[config.mk]
export PLATFORM = sky130hd
export DESIGN_NAME = alu16_zf
export DESIGN_NICKNAME = d
export VERILOG_FILES = /design/src/rtl/alu16_pkg.sv /design/src/rtl/alu16_bitwise.sv /design/src/rtl/alu16_addsub.sv /design/src/rtl/alu16_shifter.sv /design/src/rtl/alu16_zf.sv
export SDC_FILE = /design/constraint.sdc
export NUM_CORES = 1
export LEC_CHECK = 0
export ABC_AREA = 1
export BUFFER_PORTS_ARGS = -buffer_cell sky130_fd_sc_hd__buf_4
export CORE_MARGIN = 8
export CORE_UTILIZATION = 55
export CTS_CLUSTER_DIAMETER = 100
export DETAILED_ROUTE_END_ITERATION = 7
export PLACE_DENSITY = 0.77
export SLEW_MARGIN = 25
export SYNTH_ARGS = -nofsm -noshare
export SYNTH_HDL_FRONTEND = slang
export SYNTH_SLANG_ARGS = --single-unit
[constraint.sdc]
create_clock -name clk -period 4.8 [get_ports clk]
set_input_delay 0.24 -clock clk [delete_from_list [all_inputs] [get_ports clk]]
set_output_delay 0.24 -clock clk [all_outputs]
set_load 0.02 [all_outputs]
[src/rtl/alu16_pkg.sv]
// Package: shared width and operation encoding for the 16-bit ALU.
// Assumes the operation select is 3 bits wide and uses all eight codes.
package alu16_pkg;

    localparam int DATA_W = 16;
    localparam int OP_W   = 3;

    typedef enum logic [OP_W-1:0] {
        OP_AND  = 3'd0,
        OP_OR   = 3'd1,
        OP_ADD  = 3'd2,
        OP_SUB  = 3'd3,
        OP_XOR  = 3'd4,
        OP_SHR  = 3'd5,
        OP_SHL  = 3'd6,
        OP_LOAD = 3'd7
    } alu_op_e;

    // Only the arithmetic operations write the stored zero flag.
    function automatic logic op_writes_flag(input alu_op_e op);
        return (op == OP_ADD) || (op == OP_SUB);
    endfunction

endpackage

[src/rtl/alu16_bitwise.sv]
// Module: bitwise unit for AND, OR and XOR, plus the operand pass-through.
// Assumes the caller chooses this unit's output only for those four ops.
module alu16_bitwise #(
    parameter int DATA_W = alu16_pkg::DATA_W
) (
    input  logic [DATA_W-1:0]        a,
    input  logic [DATA_W-1:0]        b,
    input  alu16_pkg::alu_op_e       op,
    output logic [DATA_W-1:0]        y
);
    import alu16_pkg::*;

    // Pick the bitwise function that op asks for.
    always_comb begin
        unique case (op)
            OP_AND:  y = a & b;
            OP_OR:   y = a | b;
            OP_XOR:  y = a ^ b;
            default: y = b;
        endcase
    end

endmodule

[src/rtl/alu16_addsub.sv]
// Module: shared adder for addition and subtraction, wrapping at DATA_W bits.
// Assumes no carry or overflow is needed. The carry out is dropped.
module alu16_addsub #(
    parameter int DATA_W = alu16_pkg::DATA_W
) (
    input  logic [DATA_W-1:0] a,
    input  logic [DATA_W-1:0] b,
    input  logic              sub,
    output logic [DATA_W-1:0] y
);
    logic [DATA_W-1:0] b_eff;

    // Invert b and add one for subtraction (two's complement).
    always_comb begin
        b_eff = sub ? ~b : b;
        y     = a + b_eff + {{(DATA_W-1){1'b0}}, sub};
    end

endmodule

[src/rtl/alu16_shifter.sv]
// Module: logical shifter, one direction chosen by the LEFT parameter.
// Assumes DATA_W is a power of two. Any amount of DATA_W or more gives zero.
module alu16_shifter #(
    parameter int DATA_W = alu16_pkg::DATA_W,
    parameter bit LEFT   = 1'b0
) (
    input  logic [DATA_W-1:0] a,
    input  logic [DATA_W-1:0] amt,
    output logic [DATA_W-1:0] y
);
    localparam int SH_W = $clog2(DATA_W);

    logic              too_far;
    logic [SH_W-1:0]   sh;
    logic [DATA_W-1:0] shifted;

    // Split the amount into an in-range part and an out-of-range detect.
    always_comb begin
        too_far = |amt[DATA_W-1:SH_W];
        sh      = amt[SH_W-1:0];
    end

    generate
        if (LEFT) begin : g_left
            // Shift left, filling with zeros from the bottom.
            always_comb shifted = a << sh;
        end else begin : g_right
            // Shift right, filling with zeros from the top.
            always_comb shifted = a >> sh;
        end
    endgenerate

    // Force the result to zero when the amount is out of range.
    always_comb y = too_far ? '0 : shifted;

endmodule

[src/rtl/alu16_zf.sv]
// Module: 16-bit ALU with a combinational result and a stored zero flag.
// Assumes rst_n is an asynchronous active-low clear that acts on the flag only.
module alu16_zf #(
    parameter int DATA_W = alu16_pkg::DATA_W
) (
    input  logic                       clk,
    input  logic                       rst_n,
    input  logic [DATA_W-1:0]          src_a,
    input  logic [DATA_W-1:0]          src_b,
    input  logic [alu16_pkg::OP_W-1:0] op,
    output logic [DATA_W-1:0]          dst,
    output logic                       zero_flag
);
    import alu16_pkg::*;

    alu_op_e           op_e;
    logic [DATA_W-1:0] bit_y, arith_y, shr_y, shl_y;
    logic              flag_we;

    // Read the raw select as the enumerated operation type.
    always_comb op_e = alu_op_e'(op);

    alu16_bitwise #(.DATA_W(DATA_W)) u_bitwise (
        .a(src_a), .b(src_b), .op(op_e), .y(bit_y)
    );

    alu16_addsub #(.DATA_W(DATA_W)) u_addsub (
        .a(src_a), .b(src_b), .sub(op_e == OP_SUB), .y(arith_y)
    );

    alu16_shifter #(.DATA_W(DATA_W), .LEFT(1'b0)) u_shr (
        .a(src_a), .amt(src_b), .y(shr_y)
    );

    alu16_shifter #(.DATA_W(DATA_W), .LEFT(1'b1)) u_shl (
        .a(src_a), .amt(src_b), .y(shl_y)
    );

    // Route the output of the unit that op selects to dst.
    always_comb begin
        unique case (op_e)
            OP_ADD, OP_SUB: dst = arith_y;
            OP_SHR:         dst = shr_y;
            OP_SHL:         dst = shl_y;
            default:        dst = bit_y;
        endcase
    end

    // Decide whether this cycle writes the zero flag.
    always_comb flag_we = op_writes_flag(op_e);

    // Store the zero detect on arithmetic ops, and clear it at once on reset.
    always_ff @(posedge clk or negedge rst_n) begin
        if (!rst_n)
            zero_flag <= 1'b0;
        else if (flag_we)
            zero_flag <= (dst == '0);
    end

endmodule

==> results of run 1 <==
-- synth_stat cells (all sizes together) --
master  instances  area, um2
clkbuf         13      48.80
dfrtp           1      25.02
xnor2           1      8.760
or2             2      12.52
o211ai          9      67.56
o21ai          36      180.2
xor2           16      140.1
inv            99      371.6
a221oi          1      8.760
nand3         122      620.6
nor4            1      6.260
nand2         224      840.8
nor3            2      10.01
o21a            1      7.510
o221ai          1      8.760
and2            4      25.02
nor2           60      232.7
buf            11      53.80
nand4           8      50.05
o21bai          2      15.01
o22ai           1      6.260
fa              1      20.02
ha             50      625.6
a21oi          47      235.2
nand3b          5      37.54
-- cells by family (layout without fill, tap and decap cells) --
logic type,count (synthesis),in the layout
AND/OR/NAND/NOR,428,428
XOR/XNOR,17,17
adder cells (fa/ha/maj),51,51
buffers and inverters,123,153
flip-flops,1,1
AO/OA/AOI/OAI,98,98
-- per-stage QoR --
| step | cell area (um2) | hold slack [ns] | std cells | utilization [%] |
|---|---|---|---|---|
| 3_3_place_gp | 4058 | 0.01791 | 825 | 63.54 |
| 4_1_cts | 4058 | 0.01811 | 825 | 63.54 |
| 6_report | 4058 | 0.01640 | 825 | 63.54 |
| 2_1_floorplan | 3659 | -0.05559 | 718 | - |
| 3_5_place_dp | 4058 | 0.01811 | 825 | 63.54 |
| 5_1_grt | 4058 | 0.01924 | 825 | 63.54 |
-- routing by layer --
layer | GRT usage [%] | routed length (um) | share of wire (%)
met5 | 0 | 0 | 0
met4 | 10.61 | 480 | 3.5
met3 | 5.334 | 1557 | 11
met2 | 43.20 | 5853 | 42
met1 | 36.90 | 6015 | 43
-- worst paths after layout --
| path | endpoint | from | cells past startpoint | slack, ns |
|---|---|---|---|---|
| max | zero_flag$_DFFE_PN0P_ | op[2] | 19 | 1.58 |
| min | zero_flag$_DFFE_PN0P_ | rst_n | 1 | 0.02 |
| max reg2reg | zero_flag$_DFFE_PN0P_ | zero_flag$_DFFE_PN0P_ | 2 | 4.15 |
| min reg2reg | zero_flag$_DFFE_PN0P_ | zero_flag$_DFFE_PN0P_ | 2 | 0.54 |
| max in group asynchronous | zero_flag$_DFFE_PN0P_ | rst_n | 1 | 4.70 |
| min in group clk | zero_flag$_DFFE_PN0P_ | zero_flag$_DFFE_PN0P_ | 2 | 0.54 |
-- power by group --
group / switching (mW) / leakage (nW) / internal [mW]
clock: 0 / 0 / 0
sequential: 0.0000220 / 0.0140 / 0.00861
combinational: 0.311 / 2.35 / 0.164
total: 0.311 / 2.36 / 0.173
-- layout make-up --
| type | count | area [um2] | share of cell area (%) |
|---|---|---|---|
| Tap cell | 77 | 96.34 | 2.374 |
| Sequential cell | 1 | 25.02 | 0.6167 |
| Inverter | 99 | 371.6 | 9.158 |
| Multi-Input combinational cell | 594 | 3159 | 77.86 |
| Timing Repair Buffer | 54 | 405.4 | 9.991 |
-- worst max-delay path: stages --
cell and delay [ns]:
buf_4 0.14, inv_2 0.07, nand3_2 0.40, xor2_1 0.30, ha_1 0.38, nand2_1 0.10, nor2_1 0.16, nand2_1 0.07
nand3_1 0.14, nand2_1 0.10, nand2_1 0.07, nand2_1 0.04, nand3_1 0.09, nand2_1 0.06, nor2_1 0.21, nand2_1 0.08
nor2_1 0.26, nand4_1 0.14, nand2_1 0.09
==> impl_metrics.env, run 1 <==
export IMPL_drc_errors=0
export IMPL_first_iter_violations=558
export IMPL_drive_gt1_share_pct=8.690
export IMPL_design_power_total_mw=0.4838
export IMPL_fin_crit_sh_pct=67.17
export IMPL_avgRoutedWirePerCell_um=16.85
export IMPL_nFillCells=647
export IMPL_ys_ff_latch=1
export IMPL_final_common_cell="nand2_1"
export IMPL_outcome="finished, final reports clean"
export IMPL_rsz0062_at_grt="no"
export IMPL_drv_slew=0
export IMPL_ant_nets=0
export IMPL_pre_cts_ws_ns=1.707
export IMPL_skew_ns=0
export IMPL_largest_reg_flops=1
export IMPL_synthAdderAreaFrac_pct=17.65
export IMPL_area_growth_pct=10.91
export IMPL_power_density_mw_per_mm2=119.2
export IMPL_initial_core_util_pct=57.29
export IMPL_yosysSeqAreaShare_pct=0.6840
export IMPL_synth_avg_cell_area_um2=5.095
export IMPL_n_antenna_cell=0
export IMPL_hold_path_class="input port to asynchronous set/reset pin"
export IMPL_synth_top_family_by_area="simple AND/OR/NAND/NOR gates"
export IMPL_grt_max_degree=35
export IMPL_die_x_um=97.56
export IMPL_grt_pass1_vias=4569
export IMPL_antenna_found_initial=0
export IMPL_crit_type="input port to flip-flop"
export IMPL_fin_crit_ns=3.224
export IMPL_place_congestion=1.029
export IMPL_clock_latency_ns=0
export IMPL_syn_instance_count=718
export IMPL_grtUsageTotal_pct=27.90
export IMPL_regMostFlops="zero_flag"
export IMPL_timing_final_ws_setup_ns=1.576
export IMPL_peakVddDrop_v=0.00009314
export IMPL_syn_nets=806
export IMPL_crit_arrival_ns=3.16
export IMPL_dieArea_mm2=0.009518
export IMPL_yosysWarnings=0
export IMPL_timing_setup_tns_ns=0
export IMPL_synthSimpleGateAreaFrac_pct=50.17
export IMPL_totalWireLength_um=13910
export IMPL_post_cts_resized=0
export IMPL_biggestRegsByFlops="zero_flag (1)"
export IMPL_relSlewSlack_pct=33.32
export IMPL_hold_violations=0
export IMPL_critical_path_max_fanout=16
export IMPL_cts_hold_buffers=0
export IMPL_max_freq_mhz=310.1
export IMPL_cp_start_kind="input port"
export IMPL_p_leak_nw=2.363
export IMPL_synth_xor_area_share_pct=4.070
export IMPL_post_cts_setup_buffer_count=0
export IMPL_ys_types=31
export IMPL_layout_nets=838
export IMPL_cp_end_kind="flip-flop"
export IMPL_fp_dieH_um=97.56
export IMPL_vias=4942
export IMPL_required_ns=4.73
export IMPL_mostFrequentLayoutCells="nand2_1 (224), nand3_1 (120), inv_1 (94), nor2_1 (57), buf_4 (54)"
export IMPL_drtPass1Iterations=6
export IMPL_muxShareOfSynthArea_pct=0
export IMPL_grt_pass1_wl_um=22670
export IMPL_clkTransAtPathRegs_ns=0
export IMPL_drt_vias_per_instance=5.990
export IMPL_worst_pin_slew_ns=0.9990
export IMPL_dp_hpwl_um=11150
export IMPL_netlist_area_mm2=0.003659
export IMPL_setup_viol=0
export IMPL_portBuffers=53
export IMPL_maxCapViolCount=0
export IMPL_synth_compound_gate_area_share_pct=14.47
export IMPL_coreArea_mm2=0.006386
export IMPL_num_rows=29
export IMPL_io_pin_count=54
export IMPL_grt_overflow=0
Note: power is estimated with default switching activity, not from simulation.
==> run 2, diff against run 1 <==
==> constraint.sdc (replaced) <==
create_clock -name clk -period 3.26 [get_ports clk]
set_input_delay 0.163 -clock clk [delete_from_list [all_inputs] [get_ports clk]]
set_output_delay 0.163 -clock clk [all_outputs]
set_load 0.02 [all_outputs]
==> run 2 against run 1 <==
  * Total power is 48% higher
  * Via count fell by 0.42%
  * Flip-flop and latch count did not move
  * Register-to-register slack got worse by 1.5 ns
==> impl_metrics.env, run 2 (synthesized netlist as in run 1, its figures left out) <==
export IMPL_initial_core_util_pct=57.29
export IMPL_multiInputGateArea_mm2=0.003167
export IMPL_first_iter_violations=537
export IMPL_antenna_found_initial=0
export IMPL_ant_nets=0
export IMPL_biggestRegsByFlops="zero_flag (1)"
export IMPL_fin_crit_ns=2.815
export IMPL_totalWireLength_um=13850
export IMPL_crit_type="input port to flip-flop"
export IMPL_rsz0062_at_grt="no"
export IMPL_instances_no_fill=831
export IMPL_timing_setup_tns_ns=0
export IMPL_cp_end_kind="flip-flop"
export IMPL_place_congestion=1.051
export IMPL_grt_overflow=0
export IMPL_portBuffers=53
export IMPL_p_leak_nw=2.393
export IMPL_drtPass1Iterations=6
export IMPL_hold_violations=0
export IMPL_hold_path_class="input port to asynchronous set/reset pin"
export IMPL_nFillCells=663
export IMPL_max_freq_mhz=355.2
export IMPL_drc_errors=0
export IMPL_largest_reg_flops=1
export IMPL_area_growth_pct=12.41
export IMPL_drive_gt1_share_pct=9.284
export IMPL_drt_vias_per_instance=5.922
export IMPL_regMostFlops="zero_flag"
export IMPL_post_cts_setup_buffer_count=0
export IMPL_dp_hpwl_um=11200
export IMPL_die_x_um=97.56
export IMPL_coreArea_mm2=0.006386
export IMPL_relSlewSlack_pct=33.92
export IMPL_skew_ns=0
export IMPL_crit_arrival_ns=2.75
export IMPL_clkTransAtPathRegs_ns=0
export IMPL_worst_pin_slew_ns=0.9901
export IMPL_num_rows=29
export IMPL_fin_crit_sh_pct=86.36
export IMPL_grt_pass1_wl_um=22380
export IMPL_vias=4921
export IMPL_avgRoutedWirePerCell_um=16.67
export IMPL_final_common_cell="nand2_1"
export IMPL_seq_area_um2=25.02
export IMPL_clock_latency_ns=0
export IMPL_setup_viol=0
export IMPL_required_ns=3.19
export IMPL_grt_pass1_vias=4504
export IMPL_peakVddDrop_v=0.0001505
export IMPL_critical_path_max_fanout=16
export IMPL_power_density_mw_per_mm2=174.7
export IMPL_cp_start_kind="input port"
export IMPL_drv_slew=0
export IMPL_n_antenna_cell=0
export IMPL_dieArea_mm2=0.009518
export IMPL_grtUsageTotal_pct=27.53
export IMPL_fp_dieH_um=97.56
export IMPL_layout_nets=844
export IMPL_maxCapViolCount=0
export IMPL_io_pin_count=54
export IMPL_grt_max_degree=35
export IMPL_outcome="finished, final reports clean"
export IMPL_mostFrequentLayoutCells="nand2_1 (224), nand3_1 (120), inv_1 (94), buf_4 (59), nor2_1 (57)"
export IMPL_utilization_pct=64.40
export IMPL_holdWs_ns=0.4965
export IMPL_dp_cells=830
## run 2: repair_timing
item / CTS / global route
hold endpoints to repair: 1 / 0
hold buffers: 1 / 0
resized for setup: 0 / 1
setup endpoints to repair: 0 / 1
## run 2: layout make-up
type,count,area share (%)
sequential,1,0.6085
inverter,99,9.036
timing repair buffer,60,11.01
multi-input combinational,594,77.00
tap,77,2.343
## run 2: worst paths after layout
kind                                            start               endpoint  slack (ns)  depth (start not counted)
worst max register to register  zero_flag$_DFFE_PN0P_  zero_flag$_DFFE_PN0P_        2.64                          2
worst max-delay path                            op[2]  zero_flag$_DFFE_PN0P_        0.44                         17
worst min-delay path                            rst_n  zero_flag$_DFFE_PN0P_        0.50                          2
worst min register to register  zero_flag$_DFFE_PN0P_  zero_flag$_DFFE_PN0P_        0.52                          2
min in group clk                zero_flag$_DFFE_PN0P_  zero_flag$_DFFE_PN0P_        0.52                          2
max in group asynchronous                       rst_n  zero_flag$_DFFE_PN0P_        2.67                          2
## run 2: per-layer routing
metal	vias to the layer above	track usage, %	part of all wire (%)	wire, um
li1	2411	-	-	-
met1	2147	37.49	43	5920
met2	333	42.63	41	5744
met3	30	4.481	12	1722
met4	0	8.741	3.3	464
met5	-	0	0	0
## run 2: worst max-delay path: stages
cell and delay (ns):
buf_4 0.14, inv_2 0.08, nand3_4 0.25, xor2_1 0.24
ha_1 0.36, nand2_1 0.12, inv_1 0.06, nand2_1 0.08
nand3_1 0.15, or2_2 0.30, nand3_1 0.07, nand2_1 0.07
nor2_1 0.16, nand2_1 0.08, nor2_1 0.21, nand4_1 0.13
nand2_1 0.07
## run 2: where the power goes
| part | internal, mW | switching (mW) |
|---|---|---|
| Clock | 0 | 0 |
| Sequential | 0.0127 | 0.0000267 |
| Combinational | 0.246 | 0.460 |
| Total | 0.259 | 0.460 |
## run 2: through the flow
stage,power [mW],instance area [um2],worst slack (ns)
after global placement,0.6851,4095,0.3357
after floorplan,0.4733,3659,0.7601
after CTS,0.6993,4105,0.3162
after global routing,0.7959,4113,0.1957
final,0.7184,4113,0.4446
after detailed placement,0.6951,4095,0.3160
